## src/rtl/hbdiag_pkg.sv

```systemverilog
package hbdiag_pkg;
  localparam int NUM_OUT = 2;

  typedef struct packed {
    logic clrAll;     // supply, sleep, serial or re-enable clear
    logic clrDir;     // direction change
    logic olSet;      // running open-load threshold reached
    logic olClr;      // running open-load release threshold reached
    logic olOffSeen;  // filtered off-state open-load level
  } diagStrobes_t;

  localparam logic [3:0] CODE_NONE = 4'hF;
  localparam logic [3:0] CODE_OL   = 4'hC;
  localparam logic [3:0] CODE_UV   = 4'h3;
endpackage

```

## src/rtl/hbdiag_ctrl.sv

```systemverilog
module hbdiag_ctrl
  import hbdiag_pkg::*;
#(
  parameter int OL_PULSES       = 5,
  parameter int OFF_FILT_CYCLES = 10000
) (
  input  logic         clk,
  input  logic         rstN,
  input  logic         bridgeEn,
  input  logic         dirIn,
  input  logic         sleepReq,
  input  logic         uvActive,
  input  logic         spiDiagReset,
  input  logic         pulseStrobe,
  input  logic         freewheelSeen,
  input  logic         olOffRaw,
  output diagStrobes_t strobes
);
  localparam int PW = $clog2(OL_PULSES + 1);
  localparam int FW = $clog2(OFF_FILT_CYCLES + 1);
  localparam logic [PW-1:0] PULSE_LAST = PW'(OL_PULSES - 1);
  localparam logic [FW-1:0] FILT_LAST  = FW'(OFF_FILT_CYCLES - 1);

  logic enPrev, dirPrev;
  logic clrAll, clrDir;
  logic [PW-1:0] missCnt, hitCnt;
  logic rawQ, olOffFilt;
  logic [FW-1:0] stableCnt;

  always_ff @(posedge clk or negedge rstN) begin
    if (!rstN) begin
      enPrev  <= 1'b0;
      dirPrev <= 1'b0;
    end else begin
      enPrev  <= bridgeEn;
      dirPrev <= dirIn;
    end
  end

  always_comb begin
    clrAll = sleepReq | uvActive | spiDiagReset | (bridgeEn & ~enPrev);
    clrDir = dirIn ^ dirPrev;
  end

  // consecutive pulse counters, saturating at the threshold
  always_ff @(posedge clk or negedge rstN) begin
    if (!rstN) begin
      missCnt <= '0;
      hitCnt  <= '0;
    end else if (clrAll || clrDir || !bridgeEn) begin
      missCnt <= '0;
      hitCnt  <= '0;
    end else if (pulseStrobe) begin
      if (freewheelSeen) begin
        missCnt <= '0;
        if (hitCnt != PULSE_LAST) hitCnt <= hitCnt + 1'b1;
      end else begin
        hitCnt <= '0;
        if (missCnt != PULSE_LAST) missCnt <= missCnt + 1'b1;
      end
    end
  end

  // off-state comparator stability filter
  always_ff @(posedge clk or negedge rstN) begin
    if (!rstN) begin
      rawQ      <= 1'b0;
      stableCnt <= '0;
      olOffFilt <= 1'b0;
    end else if (bridgeEn) begin
      rawQ      <= olOffRaw;
      stableCnt <= '0;
      olOffFilt <= 1'b0;
    end else if (olOffRaw != rawQ) begin
      rawQ      <= olOffRaw;
      stableCnt <= '0;
    end else if (stableCnt == FILT_LAST) begin
      olOffFilt <= rawQ;
    end else begin
      stableCnt <= stableCnt + 1'b1;
    end
  end

  always_comb begin
    strobes.clrAll    = clrAll;
    strobes.clrDir    = clrDir;
    strobes.olSet     = bridgeEn & pulseStrobe & ~freewheelSeen & (missCnt == PULSE_LAST);
    strobes.olClr     = bridgeEn & pulseStrobe & freewheelSeen & (hitCnt == PULSE_LAST);
    strobes.olOffSeen = olOffFilt;
  end

  // the filtered level only ever moves to a value the input has held
  assert_filter_follows_R10: assert property (@(posedge clk) disable iff (!rstN)
    (!bridgeEn && $past(!bridgeEn) && !$stable(olOffFilt)) |-> (olOffFilt == rawQ));

  assert_olset_needs_enable_R6: assert property (@(posedge clk) disable iff (!rstN)
    (!bridgeEn) |-> (!strobes.olSet && !strobes.olClr));
endmodule

```

## src/rtl/hbdiag_datapath.sv

```systemverilog
module hbdiag_datapath
  import hbdiag_pkg::*;
(
  input  logic               clk,
  input  logic               rstN,
  input  diagStrobes_t       strobes,
  input  logic [NUM_OUT-1:0] scgEvt,
  input  logic [NUM_OUT-1:0] scvsEvt,
  input  logic               otEvt,
  input  logic               clLimit,
  input  logic               bridgeEn,
  input  logic               uvActive,
  input  logic               olDisable,
  output logic [7:0]         diagWord
);
  logic [NUM_OUT-1:0] scgQ, scvsQ;
  logic otQ, clQ, olOnQ;
  logic olShow;
  logic [3:0] code;

  for (genvar g = 0; g < NUM_OUT; g++) begin : g_out
    always_ff @(posedge clk or negedge rstN) begin
      if (!rstN) begin
        scgQ[g]  <= 1'b0;
        scvsQ[g] <= 1'b0;
      end else if (strobes.clrAll) begin
        scgQ[g]  <= 1'b0;
        scvsQ[g] <= 1'b0;
      end else if (!scgQ[g] && !scvsQ[g]) begin
        if (scgEvt[g])       scgQ[g]  <= 1'b1;
        else if (scvsEvt[g]) scvsQ[g] <= 1'b1;
      end
    end

    assert_short_sticky_R4: assert property (@(posedge clk) disable iff (!rstN)
      ((scgQ[g] || scvsQ[g]) && !strobes.clrAll) |=> ($stable(scgQ[g]) && $stable(scvsQ[g])));
  end

  always_ff @(posedge clk or negedge rstN) begin
    if (!rstN) begin
      otQ   <= 1'b0;
      clQ   <= 1'b0;
      olOnQ <= 1'b0;
    end else begin
      if (strobes.clrAll)  otQ <= 1'b0;
      else if (otEvt)      otQ <= 1'b1;

      if (strobes.clrAll || strobes.clrDir) clQ <= 1'b0;
      else if (clLimit)                     clQ <= 1'b1;

      if (strobes.clrAll || strobes.clrDir) olOnQ <= 1'b0;
      else if (strobes.olSet)               olOnQ <= 1'b1;
      else if (strobes.olClr)               olOnQ <= 1'b0;
    end
  end

  always_comb begin
    olShow = ~olDisable & (bridgeEn ? olOnQ : strobes.olOffSeen);
    if (uvActive)                code = CODE_UV;
    else if (|{scgQ, scvsQ})     code = {~scvsQ[1], ~scgQ[1], ~scvsQ[0], ~scgQ[0]};
    else if (olShow)             code = CODE_OL;
    else                         code = CODE_NONE;
    diagWord = {bridgeEn, ~otQ, 1'b0, ~clQ, code};
  end

  assert_clear_all_R8: assert property (@(posedge clk) disable iff (!rstN)
    strobes.clrAll |=> (scgQ == '0 && scvsQ == '0 && !otQ && !clQ && !olOnQ));

  assert_dir_clears_R7: assert property (@(posedge clk) disable iff (!rstN)
    strobes.clrDir |=> (!clQ && !olOnQ));

  assert_code_valid_R3: assert property (@(posedge clk) disable iff (!rstN)
    diagWord[3:0] inside {4'hF, 4'hE, 4'hD, 4'hC, 4'hB, 4'hA, 4'h9, 4'h7, 4'h6, 4'h5, 4'h3});

  assert_ol_suppressed_R9: assert property (@(posedge clk) disable iff (!rstN)
    olDisable |-> (diagWord[3:0] != CODE_OL));

  assert_tv_low_R1: assert property (@(posedge clk) disable iff (!rstN)
    !diagWord[5]);
endmodule

```

## src/rtl/hbdiag_top.sv

```systemverilog
module hbdiag_top
  import hbdiag_pkg::*;
#(
  parameter int OL_PULSES       = 5,
  parameter int OFF_FILT_CYCLES = 10000
) (
  input  logic       clk,
  input  logic       rstN,
  input  logic       bridgeEn,
  input  logic       dirIn,
  input  logic       sleepReq,
  input  logic       uvActive,
  input  logic       spiDiagReset,
  input  logic [1:0] scgEvt,
  input  logic [1:0] scvsEvt,
  input  logic       otEvt,
  input  logic       clLimit,
  input  logic       pulseStrobe,
  input  logic       freewheelSeen,
  input  logic       olOffRaw,
  input  logic       olDisable,
  output logic [7:0] diagWord
);
  diagStrobes_t strobes;

  hbdiag_ctrl #(
    .OL_PULSES(OL_PULSES),
    .OFF_FILT_CYCLES(OFF_FILT_CYCLES)
  ) u_ctrl (
    .clk(clk), .rstN(rstN), .bridgeEn(bridgeEn), .dirIn(dirIn),
    .sleepReq(sleepReq), .uvActive(uvActive), .spiDiagReset(spiDiagReset),
    .pulseStrobe(pulseStrobe), .freewheelSeen(freewheelSeen),
    .olOffRaw(olOffRaw), .strobes(strobes)
  );

  hbdiag_datapath u_dp (
    .clk(clk), .rstN(rstN), .strobes(strobes), .scgEvt(scgEvt),
    .scvsEvt(scvsEvt), .otEvt(otEvt), .clLimit(clLimit),
    .bridgeEn(bridgeEn), .uvActive(uvActive), .olDisable(olDisable),
    .diagWord(diagWord)
  );
endmodule

```

## config.mk

```make
export PLATFORM = sky130hd
export DESIGN_NAME = hbdiag_top
export DESIGN_NICKNAME = d
export VERILOG_FILES = /design/src/rtl/hbdiag_pkg.sv /design/src/rtl/hbdiag_ctrl.sv /design/src/rtl/hbdiag_datapath.sv /design/src/rtl/hbdiag_top.sv
export SDC_FILE = /design/constraint.sdc
export NUM_CORES = 1
export LEC_CHECK = 0
export ABC_CLOCK_PERIOD_IN_PS = 5100
export BUFFER_PORTS_ARGS = -buffer_cell sky130_fd_sc_hd__buf_2
export CORE_UTILIZATION = 45
export CTS_BUF_LIST = sky130_fd_sc_hd__clkbuf_2
export DETAILED_ROUTE_END_ITERATION = 6
export PLACE_DENSITY = 0.64
export REMOVE_ABC_BUFFERS = 1
export SLEW_MARGIN = 0
export SYNTH_ARGS = -nofsm -noshare
export SYNTH_HDL_FRONTEND = slang
export SYNTH_SLANG_ARGS = --single-unit
```

## constraint.sdc

```tcl
create_clock -name clk -period 5.1 [get_ports clk]
set_input_delay 0 -clock clk [delete_from_list [all_inputs] [get_ports clk]]
set_output_delay 0 -clock clk [all_outputs]
set_load 0.005 [all_outputs]
```

Word level (Yosys, flattened, before mapping)
Index checks and enable logic that the tools add are counted.

word-level totals
  register bits = 31
  latch bits = 0
  RAM bits = 0
  bits in read-only memories = 0
  bits of input ports = 17
  output and inout bits = 8
  memories = 0

operators by class
  add/subtract/negate cells = 3
  multiply operators = 0
  div/mod/pow operators = 0
  magnitude comparators = 0
  equality and inequality tests = 11
  shifts and indexed selects = 0
  multiplexer cells = 41
  bitwise gates (word level) = 20
  reductions and logical operators = 30

operator list
  operator                                       number
  2-to-1 mux 14 bit                              3
  2-to-1 mux 1 bit                               27
  2-to-1 mux 3 bit                               8
  nonzero test 2 bit                             11
  adder 14 x 1 -> 14 bit, second input constant  1
  == test 14 bit, second input constant          1
  AND reduction 2 bit                            5
  inverter 1 bit                                 9
  2-to-1 mux 4 bit                               2
  AND 1 bit                                      7
  adder 3 x 1 -> 3 bit, second input constant    2
  == test 3 bit, second input constant           2
  != test 3 bit, second input constant           2
  AND reduction 3 bit                            2
  nonzero test 3 bit                             2
  zero test 1 bit                                5
  != test 2 x 1 -> 1 bit, second input constant  2
  OR reduction 4 bit                             1
  != test 3 x 1 -> 1 bit, second input constant  1
  != test 3 x 2 -> 1 bit, second input constant  1
  bitwise OR 1 bit                               3
  logical AND 1 bit                              2
  logical OR 1 bit                               2
  2-to-1 mux 2 bit                               1
  3 further kinds                                3

Logic depth before layout (Yosys ltp)
  word-level depth = 7
  mapped depth = 6
  mapped depth without buffers = 6

Cells and area by module
From an unflattened synthesis, not the netlist that was laid out.

unflattened totals
  cell total of the unflattened synthesis = 171
  area total of the unflattened synthesis = 1655.3 µm²

modules (own cells, without submodules)
  module           instances  cells an instance  area an instance (µm²)  seq. area each (µm²)
  hbdiag_ctrl      1          132                1303.8                  600.6
  hbdiag_datapath  1          39                 351.6                   175.2

Worst setup path before layout
No wires, ideal clock.

  path type = reg-to-reg
  from = reg u_ctrl.stableCnt[7]
  to = reg u_ctrl.stableCnt[3]
  setup time = 127 ps
  arrival = 1893 ps
  required time = 4973 ps
  slack = 3079 ps
  cell stages (with the launch flop) = 6
  cell sequence = dfrtp_1 or4_1 or4_1 buf_6 nand3_1 mux2_1

on the way
  word-level cells in the longest chain between the ends = 2

ends and longest elaborated chain
  what                              line               source
  from (decl)                       hbdiag_ctrl.sv:28  logic [FW-1:0] stableCnt;
  from (signal assigned)            hbdiag_ctrl.sv:80  stableCnt <= stableCnt + 1'b1;
  == test 14 bit                    hbdiag_ctrl.sv:77  end else if (stableCnt == FILT_LAST) begin
  != test 3 x 2 -> 1 bit (no line)  n/a

No other way between the ends.
A chain may end at the register's enable or synchronous reset.

Worst setup path after layout
  from = reg u_ctrl.stableCnt[6]
  to = reg u_ctrl.stableCnt[3]

Same word-level chain as after synthesis.

==> summary.txt <==
CTS
  • Later-pin clock latency in the skew report: about 0.36 ns
  • CTS root buffer: clkbuf_2
  • Max clock buf depth: 2
  • Clock-pin slew on the worst setup and hold paths: 0.16 ns
  • Setup bufs post-CTS: 0
  • Clock sinks: 31
  • TritonCTS Buffers: 5
  • Max H-tree Level: 2
  • CTS tree: built

Floorplanning
  • Chip height: 61.9 µm
  • Core region area: between 0.003 and 0.004 mm²
  • Initial Utilization: between 40 and 50%
  • DIE WIDTH: 61.9 µm
  • DIE AREA: 0.00383 mm²
  • Row cnt: 21
  • I/O pin total: 25

Synthesis
  • Ys async rst share: 100%
  • Ys Warns: 0
  • Syn_area_per_cell: 9.28 µm²
  • Main synth FF type: dfrtp_1
  • Synth top area share: 48.0%
  • Area leader, netlist: dfrtp_1
  • Seq/Total Area, Yosys: 48.0%
  • Syn Std Cell Area: 0.00162 mm²
  • Mapped Cells: 174
  • FF+latch count, synth: 31
  • Post-synth EDFFs: 0
  • Largest cells by area after synthesis: dfrtp_1 (48%), nor2_1 (6.7%), ha_1 (4.6%)
  • Post-synth top cells: dfrtp_1 (31), nor2_1 (29), nand2_1 (13), a21oi_1 (11), inv_1 (10)
  • Cell with the most instances after synthesis: dfrtp_1
  • Synth cell types: 37

Drt
  • Drt initial violations: 85
  • DRC Markers: 0
  • WL final: 3.22 mm
  • Drt pass-1 iters: 4
  • Via count: 1329
  • Wire length per cell: 12.6 µm
  • Final ANT Viol Nets: 0
  • Via density: 5.21

STA
  • Unrepaired setup endpoints after global routing: no
  • Slew margin rel.: 55.4%
  • Setup-failing EPs final: 0
  • Final Hold Viols: 0
  • Final TNS setup: 0 ns
  • Fmax: 462 MHz
  • Least-Margin Pin Slew: 0.668 ns
  • Fin crit share: 42.4%
  • Hold slack: 0.0854 ns
  • Final max-slew violation count: 0
  • Worst clock skew: approximately 0.012 ns
  • Crit path time final: 2.16 ns

Power
  • Int Power: 297 µW
  • Sequential share of power: between 60% and 70%
  • Tot Pwr: between 400 and 500 µW
  • Clk pwr share: 27.4%
  • Leakage: between 0.8 and 0.9 nW
  • Switching part of the total: 26.3%
  • Psw: 106 µW
  • P per Cell Area: 211 mW/mm²
  • Worst vdd rail ir drop: 123 µV
  • Combinational share of power: 10.0%

Status
  • Status: complete, no violations

Worst setup path
  • Reg-to-reg slack, setup: around 2.9 ns
  • Critical Path End Type: register
  • R2r startpoint: u_ctrl.stableCnt[6]$_DFFE_PN0P_
  • Arrival time at the worst endpoint: 2.43 ns
  • Element type at the critical path start: register
  • Worst R2R End: u_ctrl.stableCnt[3]$_DFFE_PN0P_
  • Critical Path RT: 5.37 ns
  • Critical setup path kind: reg -> reg
  • Crit-path max FO: 8
  • Worst reg-to-reg path cell count: 4
  • Crit. Startpoint: u_ctrl.stableCnt[6]$_DFFE_PN0P_

Placed design
  • Placed Cells: approximately 240
  • Port Buffer Count: 23
  • Placer Congestion: ~0.83
  • DPL Wire Length: 2.22 mm

Global route
  • Largest net degree at the start of global routing: 32
  • Initial antenna violation count: 0
  • Global Route Usage Sum: 19.2%
  • GRT overflow: 0
  • Vias in the first global route: 1293
  • Global-route wire length before repair: 5.22 mm

Min path
  • Hold path endpoint: u_ctrl.hitCnt[1]$_DFFE_PN0P_
  • Hold WC Path Type: in -> reg
  • Hold Path Depth: 4
  • Min-delay src: spiDiagReset

Run
  • Max-Cap Viols: 0

Cells and area
  • Synthesis-to-finish area growth: 18.0%
  • Final Non-Filler Cells: 255
  • Diode count: 0
  • Final nets: 232
  • Share of layout cells above drive strength 1: roughly 16%
==> worst max path at each step <==
stage	endpoint	slack (ns)	depth (start not counted)
6_report	u_ctrl.stableCnt[3]$_DFFE_PN0P_	2.94	4
5_1_grt	u_ctrl.stableCnt[3]$_DFFE_PN0P_	2.86	4
4_1_cts	u_ctrl.stableCnt[3]$_DFFE_PN0P_	2.95	4
3_5_place_dp	u_ctrl.stableCnt[3]$_DFFE_PN0P_	2.94	4
3_3_place_gp	u_ctrl.stableCnt[3]$_DFFE_PN0P_	2.98	4
2_1_floorplan	u_ctrl.stableCnt[3]$_DFFE_PN0P_	3.03	4
==> layer usage <==
metal	wire length, µm	part of all wire, %	vias up	global-route usage [%]
li1	-	-	661	-
met1	1450	45	636	20.3
met2	1590	49	27	34.6
met3	147	4.6	5	7.04
met4	37	1.1	0	7.94
met5	0	0	-	0
==> final cells by class <==
cell class,count,area (µm²)
fillers,296,1480
inverters,10,37.5
flip-flops and latches,31,776
clock inverters,2,8.76
clock buffers,5,25.0
repair buffers,36,245
well taps,46,57.6
multi-input cells,125,757
==> state kept, by name, indices dropped and copies added (netlist names) <==
| name | count |
|---|---|
| u_ctrl.hitCnt | 3 |
| u_dp.scvsQ | 2 |
| u_dp.clQ | 1 |
| u_dp.scgQ | 2 |
| u_ctrl.olOffFilt | 1 |
| u_ctrl.enPrev | 1 |
| u_ctrl.dirPrev | 1 |
| u_ctrl.rawQ | 1 |
| u_ctrl.stableCnt | 14 |
| u_dp.olOnQ | 1 |
| u_dp.otQ | 1 |
| u_ctrl.missCnt | 3 |
==> cell families (layout without fill, tap and decap cells) <==
logic type,after synthesis,after routing,synth area share [%]
AND/OR/NAND/NOR,77,77,24.4
flip-flops,31,31,48.0
AO/OA/AOI/OAI,27,27,9.68
buffers and inverters,18,53,5.11
XOR/XNOR,11,11,5.96
adder cells (fa/ha/maj),6,6,4.65
multiplexers,3,3,1.94
other,1,1,0.232
==> critical path, stage by stage (launching register included) <==
cell     delay (ns)
dfrtp_1        0.45
or4_1          0.50
or4_1          0.65
nand3_1        0.16
mux2_1         0.32
==> stage by stage <==
stage / utilization, % / cell area, µm² / setup WS, ns
finish: 56.3 / 1910 / 2.94
global route: 56.3 / 1910 / 2.86
CTS: 56.3 / 1910 / 2.95
detailed placement: 51.4 / 1740 / 2.94
global placement: 51.4 / 1740 / 2.98
floorplan: - / 1570 / 3.03
==> cell usage in the layout (no fill, tap or decap), types with 7 or more instances in the layout <==
master and n:
inv_1 10, dfrtp_1 31, a21oi_1 11, nand2_1 13
nor2_1 29, buf_2 23, xor2_1 8, dlygate4sd3_1 13
o21ai_0 8, nand3_1 7
==> power by group through the flow <==
stage | Sequential, mW | Clock (mW) | Combinational, mW
6_report | 0.252 | 0.110 | 0.0401
5_1_grt | 0.253 | 0.126 | 0.0460
4_1_cts | 0.252 | 0.117 | 0.0405
3_5_place_dp | 0.257 | 0 | 0.0334
3_3_place_gp | 0.256 | 0 | 0.0321
2_1_floorplan | 0.256 | 0 | 0.0144
==> what timing repair did <==
action / CTS / global route
gates resized for setup: 0 / 0
endpoints found under the setup margin: 0 / 0
hold buffers: 13 / 0
endpoints found under the hold margin: 46 / 0
(Power assumes the default switching activity.)
